`config.mk`:
```
export PLATFORM = sky130hd
export DESIGN_NAME = core_layer_sync
export DESIGN_NICKNAME = d
export VERILOG_FILES = /design/src/rtl/core_sync_pkg.sv /design/src/rtl/tag_classifier.sv /design/src/rtl/inflight_counter.sv /design/src/rtl/layer_ctx_reg.sv /design/src/rtl/barrier_fsm.sv /design/src/rtl/core_layer_sync.sv
export SDC_FILE = /design/constraint.sdc
export NUM_CORES = 1
export LEC_CHECK = 0
export ABC_AREA = 1
export CAP_MARGIN = 40
export CORE_UTILIZATION = 25
export DETAILED_ROUTE_END_ITERATION = 8
export SLEW_MARGIN = 0
export SYNTH_ARGS = -nofsm -noshare
export SYNTH_HDL_FRONTEND = slang
export SYNTH_SLANG_ARGS = --single-unit
export TNS_END_PERCENT = 30
```
`constraint.sdc`:
```
create_clock -name clk -period 5.2 [get_ports clk]
set_input_delay 1.04 -clock clk [delete_from_list [all_inputs] [get_ports clk]]
set_output_delay 1.04 -clock clk [all_outputs]
set_load 0.05 [all_outputs]
```
`src/rtl/core_sync_pkg.sv`:
```
// Shared types for the per-core layer barrier controller.
// Assumes nothing beyond a two-bit state encoding.
package core_sync_pkg;

    // Barrier controller states
    typedef enum logic [1:0] {
        ST_IDLE    = 2'd0,
        ST_RUN     = 2'd1,
        ST_WAIT    = 2'd2,
        ST_RESTORE = 2'd3
    } sync_state_e;

    // Relation of an instruction tag to the current layer
    typedef enum logic [1:0] {
        TAG_STALE  = 2'd0,
        TAG_CUR    = 2'd1,
        TAG_FUTURE = 2'd2
    } tag_cls_e;

endpackage

```
`src/rtl/tag_classifier.sv`:
```
// Compares an instruction's layer tag with the current layer.
// Purely combinational; assumes both tags use the same width and no wrap.
module tag_classifier
    import core_sync_pkg::*;
#(
    parameter int LAYER_W = 8
) (
    input  logic [LAYER_W-1:0] tag,
    input  logic [LAYER_W-1:0] cur,
    output tag_cls_e           cls
);

    // Three-way compare of tag against current layer
    always_comb begin
        if (tag < cur)       cls = TAG_STALE;
        else if (tag == cur) cls = TAG_CUR;
        else                 cls = TAG_FUTURE;
    end

endmodule

```
`src/rtl/inflight_counter.sv`:
```
// Counts operations started but not yet reported done.
// Assumes inc is never asserted while full; a done with nothing in flight is dropped.
module inflight_counter #(
    parameter  int MAX_INFLIGHT = 4,
    localparam int CNT_W        = $clog2(MAX_INFLIGHT + 1)
) (
    input  logic             clk,
    input  logic             rst_n,
    input  logic             clr,
    input  logic             inc,
    input  logic             dec,
    output logic [CNT_W-1:0] count,
    output logic             full,
    output logic             empty
);

    logic [CNT_W-1:0] cnt_q;
    logic             dec_eff;

    // A done only counts while something is in flight
    assign dec_eff = dec && (cnt_q != '0);

    // Outstanding-operation register with synchronous clear
    always_ff @(posedge clk) begin
        if (!rst_n || clr) begin
            cnt_q <= '0;
        end else if (inc && !dec_eff) begin
            cnt_q <= cnt_q + 1'b1;
        end else if (dec_eff && !inc) begin
            cnt_q <= cnt_q - 1'b1;
        end
    end

    assign count = cnt_q;
    assign full  = (cnt_q == CNT_W'(MAX_INFLIGHT));
    assign empty = (cnt_q == '0);

endmodule

```
`src/rtl/layer_ctx_reg.sv`:
```
// Holds the current layer number and the resume point captured with a request.
// Assumes capture and apply come from the barrier FSM one cycle apart.
module layer_ctx_reg #(
    parameter int LAYER_W = 8
) (
    input  logic               clk,
    input  logic               rst_n,
    input  logic               capture,
    input  logic [LAYER_W-1:0] capture_val,
    input  logic               apply,
    input  logic               advance,
    output logic [LAYER_W-1:0] cur_layer
);

    logic [LAYER_W-1:0] hold_q;
    logic [LAYER_W-1:0] cur_q;

    // Latch the resume point when a request is seen
    always_ff @(posedge clk) begin
        if (!rst_n) begin
            hold_q <= '0;
        end else if (capture) begin
            hold_q <= capture_val;
        end
    end

    // Current layer: load on resume, step on release
    always_ff @(posedge clk) begin
        if (!rst_n) begin
            cur_q <= '0;
        end else if (apply) begin
            cur_q <= hold_q;
        end else if (advance) begin
            cur_q <= cur_q + 1'b1;
        end
    end

    assign cur_layer = cur_q;

endmodule

```
`src/rtl/barrier_fsm.sv`:
```
// Sequences a core through run, barrier wait and resume.
// Assumes marker_acc and layer_empty come from registered or input-driven logic
// and that a resume request has priority over every other event.
module barrier_fsm
    import core_sync_pkg::*;
(
    input  logic        clk,
    input  logic        rst_n,
    input  logic        restore_req,
    input  logic        ins_valid,
    input  logic        marker_acc,
    input  logic        layer_empty,
    input  logic        global_sync,
    output sync_state_e state,
    output logic        marker_seen,
    output logic        local_sync,
    output logic        layer_advance,
    output logic        layer_apply
);

    sync_state_e state_q, state_d;
    logic        marker_q, marker_d;
    logic        lsync_q, lsync_d;
    logic        done_now;

    // Layer is finished once the marker is recorded and nothing is in flight
    assign done_now = marker_q && layer_empty;

    // Next-state and flag logic
    always_comb begin
        state_d  = state_q;
        marker_d = marker_q;
        lsync_d  = lsync_q;
        if (restore_req) begin
            state_d  = ST_RESTORE;
            marker_d = 1'b0;
            lsync_d  = 1'b0;
        end else begin
            unique case (state_q)
                ST_IDLE: begin
                    if (ins_valid) state_d = ST_RUN;
                end
                ST_RUN: begin
                    if (done_now) begin
                        state_d  = ST_WAIT;
                        marker_d = 1'b0;
                        lsync_d  = 1'b1;
                    end else if (marker_acc) begin
                        marker_d = 1'b1;
                    end
                end
                ST_WAIT: begin
                    if (global_sync) begin
                        state_d = ST_RUN;
                        lsync_d = 1'b0;
                    end
                end
                ST_RESTORE: begin
                    state_d = ST_RUN;
                end
                default: state_d = ST_IDLE;
            endcase
        end
    end

    // State and flag registers
    always_ff @(posedge clk) begin
        if (!rst_n) begin
            state_q  <= ST_IDLE;
            marker_q <= 1'b0;
            lsync_q  <= 1'b0;
        end else begin
            state_q  <= state_d;
            marker_q <= marker_d;
            lsync_q  <= lsync_d;
        end
    end

    assign state         = state_q;
    assign marker_seen   = marker_q;
    assign local_sync    = lsync_q;
    assign layer_advance = (state_q == ST_WAIT) && global_sync && !restore_req;
    assign layer_apply   = (state_q == ST_RESTORE);

endmodule

```
`src/rtl/core_layer_sync.sv`:
```
// Top of the per-core layer barrier and resume controller.
// Accepts tagged instructions, issues current-layer work to the execution
// units, raises a barrier flag at layer end and resumes from a supplied layer.
// Assumes execution units return exactly one done per start and that the
// chip-level controller drains stale dones before requesting a resume.
module core_layer_sync
    import core_sync_pkg::*;
#(
    parameter  int LAYER_W      = 8,
    parameter  int OP_W         = 16,
    parameter  int MAX_INFLIGHT = 4,
    localparam int CNT_W        = $clog2(MAX_INFLIGHT + 1)
) (
    input  logic               clk,
    input  logic               rst_n,
    input  logic               ins_valid,
    output logic               ins_ready,
    input  logic [LAYER_W-1:0] ins_layer,
    input  logic               ins_last,
    input  logic [OP_W-1:0]    ins_op,
    output logic               eu_start,
    output logic [OP_W-1:0]    eu_op,
    input  logic               eu_done,
    output logic               local_sync,
    input  logic               global_sync,
    input  logic               restore_req,
    input  logic [LAYER_W-1:0] restore_layer,
    output logic [LAYER_W-1:0] cur_layer
);

    sync_state_e        state;
    tag_cls_e           cls;
    logic               marker_seen;
    logic               layer_advance;
    logic               layer_apply;
    logic               marker_acc;
    logic               take_ok;
    logic               cnt_full;
    logic               cnt_empty;
    logic [CNT_W-1:0]   inflight;
    logic [LAYER_W-1:0] layer_q;

    // Tag comparison against the current layer
    tag_classifier #(.LAYER_W(LAYER_W)) u_cls (
        .tag (ins_layer),
        .cur (layer_q),
        .cls (cls)
    );

    // Outstanding execution-unit operations
    inflight_counter #(.MAX_INFLIGHT(MAX_INFLIGHT)) u_cnt (
        .clk   (clk),
        .rst_n (rst_n),
        .clr   (restore_req),
        .inc   (eu_start),
        .dec   (eu_done),
        .count (inflight),
        .full  (cnt_full),
        .empty (cnt_empty)
    );

    // Current layer and resume point
    layer_ctx_reg #(.LAYER_W(LAYER_W)) u_ctx (
        .clk         (clk),
        .rst_n       (rst_n),
        .capture     (restore_req),
        .capture_val (restore_layer),
        .apply       (layer_apply),
        .advance     (layer_advance),
        .cur_layer   (layer_q)
    );

    // Run / barrier / resume sequencing
    barrier_fsm u_fsm (
        .clk           (clk),
        .rst_n         (rst_n),
        .restore_req   (restore_req),
        .ins_valid     (ins_valid),
        .marker_acc    (marker_acc),
        .layer_empty   (cnt_empty),
        .global_sync   (global_sync),
        .state         (state),
        .marker_seen   (marker_seen),
        .local_sync    (local_sync),
        .layer_advance (layer_advance),
        .layer_apply   (layer_apply)
    );

    // The layer is open to new instructions only while running before its marker
    assign take_ok = (state == ST_RUN) && !marker_seen && !restore_req;

    // Accept stale tags always, current markers always, current work when not full
    always_comb begin
        ins_ready = 1'b0;
        if (take_ok) begin
            unique case (cls)
                TAG_STALE:  ins_ready = 1'b1;
                TAG_CUR:    ins_ready = ins_last || !cnt_full;
                default:    ins_ready = 1'b0;
            endcase
        end
    end

    // Issue only current-layer work; markers and stale tags are swallowed
    assign eu_start   = ins_valid && ins_ready && (cls == TAG_CUR) && !ins_last;
    assign marker_acc = ins_valid && ins_ready && (cls == TAG_CUR) && ins_last;
    assign eu_op      = ins_op;
    assign cur_layer  = layer_q;

endmodule

```
==> results of run 1 <==
## placed cells by master, fill, tap and decap left out, drive strengths merged
cell type,Yosys,layout
a31oi,7,7
o311ai,1,1
a2bb2oi,1,1
xor2,3,3
fa,1,1
dfxtp,23,23
nand2,44,44
o21ai,16,16
nor2,34,34
nand3,5,5
a21oi,11,11
ha,10,10
clkinv,1,2
nor3,2,2
clkbuf,2,3
inv,26,26
nand4,2,2
a21o,1,1
clkdlybuf4s50,0,33
o211ai,2,2
## cell usage after synthesis, drive strengths merged
cell	count	area, sq um
nor3	2	15.0
ha	10	125
dfxtp	23	460
inv	26	97.6
a21oi	11	66.3
nand3	5	47.6
o21ai	16	80.1
nor2	34	148
clkbuf	2	7.51
a2bb2oi	1	8.76
o211ai	2	20.0
fa	1	20.0
a21o	1	7.51
nand4	2	12.5
xor2	3	26.3
nand2	44	170
a31oi	7	43.8
o311ai	1	8.76
clkinv	1	3.75
buf	17	128
## flip-flops by register name (all words and copies together), names as in the netlist
name	count
u_ctx.hold_q	8
u_fsm.local_sync	1
u_cnt.count	3
u_fsm.marker_seen	1
u_fsm.state	2
u_ctx.cur_layer	8
## worst max-delay path: stages
cell and delay [ns]:
clkdlybuf4s50_1 0.40, ha_1 0.31, nand2_1 0.09, nor2_2 0.13, nand2_1 0.11, a21oi_4 0.12
nand4_1 0.13, nor2_1 0.17, clkdlybuf4s50_1 0.84
## worst paths after layout
check | endpoint
setup reg to reg | u_cnt.count[2]$_SDFFE_PP0P_
hold reg to reg | u_fsm.local_sync$_SDFFE_PP0P_
setup / recovery | eu_start
hold / removal | u_fsm.local_sync$_SDFFE_PP0P_
## report_power, final
part / switching [mW] / internal (mW) / leakage [nW]
registers: 0.00587 / 0.183 / 0.188
logic: 0.0355 / 0.0315 / 0.509
clock network: 0.0618 / 0.0537 / 0.0255
## layout make-up
class / instances / area (sq um) / area share (%)
clock buffer: 3 / 41.3 / 2.26
timing repair buffer: 33 / 330 / 18.1
inverter: 27 / 101 / 5.54
tap: 72 / 90.1 / 4.93
sequential: 23 / 460 / 25.2
clock inverter: 1 / 5.00 / 0.274
multi-input combinational: 140 / 800 / 43.7
## metal layers
metal | routed length, um | vias up | share of wire, % | global-route usage [%]
met5 | 0 | - | 0 | 0
li1 | - | 696 | - | -
met4 | 77 | 0 | 2.4 | 6.55
met3 | 200 | 7 | 6.1 | 2.41
met1 | 1490 | 563 | 45 | 12.1
met2 | 1500 | 26 | 46 | 19.1
## logic make-up after synthesis
| family | after synthesis |
|---|---|
| DFF | 23 |
| and+or+nand+nor | 87 |
| adders and majority gates | 11 |
| buffers and inverters | 46 |
| AOI/OAI and AO/OA | 39 |
| xor gates and xnor gates | 3 |
==> results.toml, run 1 <==
[run_status]
status = "complete, no violations"

[flow_run]
cap_violations = 0

[timing]
final_max_slew_viol_count = 0
worst_pin_slew_ns = 0.503
hold_violations = 0
setup_viol_count_final = 0
tns_ns = 0
whs_ns = 0.478
max_freq_mhz = 229
rsz0062_at_grt = "no"
period_minus_slack_ns = 4.37
fin_crit_sh_pct = 84.1
setup_ws_ns = 0.825
relSlewSlack_pct = 66.4
fin_skew_ns = 0.00131

[critical_path]
crit_path_start = "ins_layer[7]"
worstPathRequired_ns = 4.16
critPathLaunchType = "input pin"
worst-path-max-fanout = 2
rr_worst_depth = 15
arrival_ns = 3.33
end_kind = "output port"
worstSetupPathType = "in -> out"
r2r_slack_ns = 2.46
r2r_start = "u_ctx.cur_layer[3]$_SDFFE_PN0P_"

[layout]
stdcell_area_sq_um = 1830
final_net_count = 278
antenna_cells = 0
drive_gt1_share_pct = 9.25
stdcell_count = 299
area_delta_synth_final_pct = 22.2
fin_util_pct = 32.4
fillers = 594

[detailed_routing]
vias = 1292
drtIter0Drc = 57
drt_pass1_iterations = 4
post_drt_wl_per_cell_um = 10.9
finalWirelength_mm = 3.27
vias_per_cell = 4.32
ant_nets = 0
drc = 0

[yosys]
ys_ff_latch = 23
seq_area_frac_synth_pct = 30.8
syn-num-nets = 259
synthCells = 209
ys_warn_count = 0
synth-simple-area-share_pct = 26.3
syn_area_sq_um = 1500
avgSynthCellArea_sq_um = 7.16
synth_top_family_by_area = "simple AND/OR/NAND/NOR gates"
synth-xor-area-share_pct = 1.76
synth-compound-area-share_pct = 15.7
synth_cell_types = 30
synth_mux_area_share_pct = 0
yosys.area_share.adder_pct = 9.70

[pwr]
cellPowerDensity_nw_per_um2 = 203
p_total_mw = 0.371
p_leak_nw = 0.722
peakVddDrop_uv = 92.5

[floorplan]
io_pins = 66
core-area_sq_um = 5640
start_util_pct = 26.5
rows = 27
die_w_um = 79.4
die_height_um = 79.4
die_area_sq_um = 6300

[worst_hold_path]
min_path_cells = 2
hp-class = "reg -> reg"
min_from = "u_fsm.local_sync$_SDFFE_PP0P_"

[grt]
grt_pass1_vias = 1247
overflow = 0
grt_max_degree = 14
track_usage_pct = 10.9
antenna_found_initial = 0
grt_pass1_wl_mm = 5.35

[place]
hpwl_mm = 2.62
port_buffers = 33
placed_cells = 295
place.gp.congestion = 0.771
postPlaceCellArea_sq_um = 1780
pre_cts_ws_ns = 0.810

[clock_network]
postCtsSetupBuffers = 0
tritoncts = "done"
holdBufCountCts = 0
ctsResizeCount = 0
htreeDepth = 1
cts_root_buf = "clkbuf_8"
clkTransAtPathRegs_ns = 0.08
clkSinkCount = 23
cts_buffers = 3
clockBufferDepth = 2
clock_latency_ns = 0.27
Power figures use the tool's default switching activity.
==> run 2: changes to the inputs <==
- clock period: 5.2 -> 4.46 ns (I/O delays scaled with it)
==> results.toml, run 2 (same netlist as run 1, synthesis figures left out) <==
[detailed_routing]
post_drt_wl_per_cell_um = 10.4
vias = 1263
vias_per_cell = 4.21
drc = 0
ant_nets = 0
finalWirelength_mm = 3.13
drt_pass1_iterations = 4
drtIter0Drc = 41

[critical_path]
crit_end = "eu_start"
reg2reg_to = "u_cnt.count[2]$_SDFFE_PP0P_"
worstPathRequired_ns = 3.57
r2r_start = "u_ctx.cur_layer[3]$_SDFFE_PN0P_"
worstSetupPathType = "in -> out"
rr_worst_depth = 15
arrival_ns = 3.16
r2r_slack_ns = 1.77
worst-path-max-fanout = 2
crit_path_start = "ins_layer[7]"
end_kind = "output port"
critPathLaunchType = "input pin"

[grt]
grt_pass1_wl_mm = 5.23
grt_pass1_vias = 1217
grt_max_degree = 14
overflow = 0
track_usage_pct = 10.7
antenna_found_initial = 0

[flow_run]
cap_violations = 0

[run_status]
status = "complete, no violations"

[place]
placed_cells = 296
place.gp.congestion = 0.770
port_buffers = 33
hpwl_mm = 2.51

[clock_network]
cts_buffers = 3
tritoncts = "done"
clkTransAtPathRegs_ns = 0.09
cts_root_buf = "clkbuf_8"
clockBufferDepth = 2
ctsResizeCount = 0
clock_latency_ns = 0.27
clkSinkCount = 23
holdBufCountCts = 0
postCtsSetupBuffers = 0
htreeDepth = 1

[layout]
layout_common_cells = "nand2_1, clkdlybuf4s50_1, nor2_1"
fillers = 615
area_delta_synth_final_pct = 22.7
final_common_cell = "nand2_1"
stdcell_count = 300
final_net_count = 279
antenna_cells = 0
drive_gt1_share_pct = 9.65

[floorplan]
io_pins = 66
rows = 27
die_area_sq_um = 6300
die_w_um = 79.4
core-area_sq_um = 5640
start_util_pct = 26.5
die_height_um = 79.4

[timing]
final_max_slew_viol_count = 0
fin_skew_ns = 0.00315
max_freq_mhz = 247
hold_violations = 0
relSlewSlack_pct = 66.4
period_minus_slack_ns = 4.05
fin_crit_sh_pct = 90.9
tns_ns = 0
rsz0062_at_grt = "no"
worst_pin_slew_ns = 0.502
setup_viol_count_final = 0

[pwr]
peakVddDrop_uv = 103
p_leak_nw = 0.727
cellPowerDensity_nw_per_um2 = 236

[worst_hold_path]
hp-class = "reg -> reg"
==> run 2: cell types whose count changed in the layout (fill, tap and decap cells not counted) <==
cell   before  now
buf_4       0    1
==> run 2: critical path, stage by stage <==
cell and delay [ns]:
clkdlybuf4s50_1 0.40, ha_1 0.29, nand2_1 0.08, nor2_2 0.13, nand2_1 0.11, a21oi_4 0.13, nand4_1 0.13, nor2_1 0.16
clkdlybuf4s50_1 0.82
==> run 2: worst min path at each step <==
stage	cells after the start	end	from	slack (ns)
floorplan	2	u_ctx.cur_layer[1]$_SDFFE_PN0P_	u_ctx.hold_q[1]$_SDFFE_PN0P_	0.46
global placement	2	u_fsm.local_sync$_SDFFE_PP0P_	u_fsm.local_sync$_SDFFE_PP0P_	0.46
detailed placement	2	u_fsm.local_sync$_SDFFE_PP0P_	u_fsm.local_sync$_SDFFE_PP0P_	0.46
CTS	2	u_fsm.local_sync$_SDFFE_PP0P_	u_fsm.local_sync$_SDFFE_PP0P_	0.48
global route	2	u_fsm.local_sync$_SDFFE_PP0P_	u_fsm.local_sync$_SDFFE_PP0P_	0.51
finish	2	u_fsm.local_sync$_SDFFE_PP0P_	u_fsm.local_sync$_SDFFE_PP0P_	0.47
==> run 2: stage by stage <==
stage          hold slack, ns  power (mW)  setup WS [ns]  instance area (sq um)  util (%)
6_report                0.474       0.433          0.407                   1840      32.5
5_1_grt                 0.510       0.454          0.232                   1840      32.5
4_1_cts                 0.478       0.436          0.356                   1840      32.5
3_5_place_dp            0.462       0.304          0.377                   1790      31.7
3_3_place_gp            0.462       0.303          0.385                   1790      31.7
2_1_floorplan           0.463       0.308          0.867                   1500         -
==> run 2: where the power goes <==
group          total [mW]  internal (mW)  switching, mW
sequential          0.220          0.213        0.00691
clock               0.134         0.0625         0.0716
combinational      0.0780         0.0372         0.0408
==> run 2: metal layers <==
| metal | track usage, % | share of wire [%] | vias up |
|---|---|---|---|
| met5 | 0 | 0 | - |
| met4 | 6.55 | 2.5 | 0 |
| met3 | 2.18 | 4.8 | 7 |
| met2 | 17.8 | 44 | 22 |
| met1 | 12.6 | 48 | 537 |
| li1 | - | - | 697 |
==> run 2: final cells by class <==
class	count	area [sq um]	share of cell area (%)
Clock inverter	1	5.00	0.273
Multi-Input combinational cell	140	800	43.6
Inverter	27	101	5.52
Sequential cell	23	460	25.1
Clock buffer	3	41.3	2.25
Tap cell	72	90.1	4.91
Timing Repair Buffer	34	338	18.4
==> run 3: changes to the inputs <==
- ABC_AREA: 1 -> default
==> results.toml, run 3 <==
[run_status]
status = "complete, no violations"

[floorplan]
start_util_pct = 26.6
core-area_sq_um = 5610
die_area_sq_um = 6270
rows = 27
die_w_um = 79.2
io_pins = 66
die_height_um = 79.2

[detailed_routing]
vias = 1261
drc = 0
finalWirelength_mm = 3.39
wl_met1_mm = 1.63
post_drt_wl_per_cell_um = 13.0
ant_nets = 0
drt_pass1_iterations = 4
highest_layer = "met4"
drtIter0Drc = 51
vias_per_cell = 4.83
routed-wl-met2_mm = 1.54
wl_met3_um = 185

[clock_network]
ctsResizeCount = 0
tritoncts = "done"
clkSinkCount = 23
clock_latency_ns = 0.27
cts_buffers = 3
cts_root_buf = "clkbuf_8"
htreeDepth = 1
holdBufCountCts = 0
clockBufferDepth = 2
postCtsSetupBuffers = 0
clkTransAtPathRegs_ns = 0.09

[yosys]
ys_warn_count = 0
ys_ff_latch = 23
synth_edf_count = 0
async_flop_share_pct = 0
syn-num-nets = 221
synth_top_cell_by_area = "dfxtp_1"
avgSynthCellArea_sq_um = 8.71
synth_cell_types = 45
seq_area_frac_synth_pct = 30.9
synth_common_cells = "dfxtp_1, nor2_1, buf_4"
synthFlopType = "dfxtp_1"
syn_area_sq_um = 1490
synthCells = 171
synth_most_common_cell = "dfxtp_1"
synth_top_cell_area_share_pct = 30.9
synthTopCellsByArea = "dfxtp_1, ha_1, buf_4, mux2i_1, nor2_1"

[flow_run]
cap_violations = 0

[layout]
fin_util_pct = 32.6
drive_gt1_share_pct = 7.41
final_net_count = 240
register_area_sq_um = 460
area_delta_synth_final_pct = 22.6
fillers = 628
layout_common_cells = "clkdlybuf4s50_1, dfxtp_1, nor2_1"
stdcell_count = 261
final_common_cell = "clkdlybuf4s50_1"
antenna_cells = 0
multi_input_area_sq_um = 835

[pwr]
peakVddDrop_uv = 104
p_total_mw = 0.425
p_leak_nw = 0.715
cellPowerDensity_nw_per_um2 = 233

[place]
place.gp.congestion = 0.769
hpwl_mm = 2.60
port_buffers = 33
placed_cells = 257
pre_cts_ws_ns = 0.643

[timing]
fin_crit_sh_pct = 81.4
worst_pin_slew_ns = 0.509
fin_skew_ns = 0.00735
rsz0062_at_grt = "no"
period_minus_slack_ns = 3.63
tns_ns = 0
relSlewSlack_pct = 66.0
setup_viol_count_final = 0
final_max_slew_viol_count = 0
hold_violations = 0
max_freq_mhz = 275
setup_ws_ns = 0.827

[critical_path]
critPathLaunchType = "input pin"
worstSetupPathType = "in -> out"
worstPathRequired_ns = 3.57
worst-path-max-fanout = 2
end_kind = "output port"
arrival_ns = 2.74

[grt]
grt_pass1_wl_mm = 5.77
grt_pass1_vias = 1205
antenna_found_initial = 0
grt_max_degree = 18
track_usage_pct = 11.7
overflow = 0

[worst_hold_path]
hp-class = "reg -> reg"
run 3: cell count changes after synthesis, sizes merged, moves of 8 or more:
cell	delta
mux2i	+10
nor2	-13
nand2	-38
o21ai	-8
inv	-13
run 3: report_power, final:
part           internal, mW  total, mW  switching [mW]
clock network        0.0625      0.134          0.0711
registers             0.212      0.220         0.00779
logic                0.0370     0.0712          0.0342
run 3: final cells by class:
class	instances	area share, %
Clock buffer	3	2.26
Sequential cell	23	25.2
Multi-Input combinational cell	115	45.7
Inverter	13	2.67
Tap cell	72	4.93
Timing Repair Buffer	34	18.9
Clock inverter	1	0.274
run 3: worst paths after layout:
| path | start | end | slack [ns] | cells after the start |
|---|---|---|---|---|
| max reg2reg | u_ctx.cur_layer[4]$_SDFFE_PN0P_ | u_cnt.count[2]$_SDFFE_PP0P_ | 1.41 | 12 |
| max | ins_layer[1] | eu_start | 0.83 | 7 |
| min | u_ctx.hold_q[3]$_SDFFE_PN0P_ | u_ctx.cur_layer[3]$_SDFFE_PN0P_ | 0.47 | 2 |
| min reg2reg | u_ctx.hold_q[3]$_SDFFE_PN0P_ | u_ctx.cur_layer[3]$_SDFFE_PN0P_ | 0.47 | 2 |
run 3: cells by family (layout without fill, tap and decap cells):
logic type / count (synthesis) / count (layout) / synth area share, %
adder cells (fa/ha/maj): 11 / 11 / 9.75
flip-flops: 23 / 23 / 30.9
AND/OR/NAND/NOR: 60 / 60 / 24.6
multiplexers: 10 / 10 / 6.72
XOR/XNOR: 2 / 2 / 1.18
AO/OA/AOI/OAI: 32 / 32 / 13.8
buffers and inverters: 33 / 51 / 13.0
run 3: critical path, stage by stage:
cell and delay [ns]:
clkdlybuf4s50_1 0.41, ha_1 0.31, nor2b_1 0.13, o211a_1 0.21, o311ai_0 0.43, nor2_1 0.17, buf_12 0.19
run 3: through the flow:
step                instance area [sq um]  hold slack [ns]
finish                               1830            0.469
global route                         1830            0.511
CTS                                  1830            0.471
detailed placement                   1780            0.458
global placement                     1780            0.449
floorplan                            1490            0.431
run 3: metal layers:
metal	track usage (%)	vias up
li1	-	636
met4	2.73	0
met1	15.5	577
met2	18.9	41
met3	3.10	7
met5	0	-
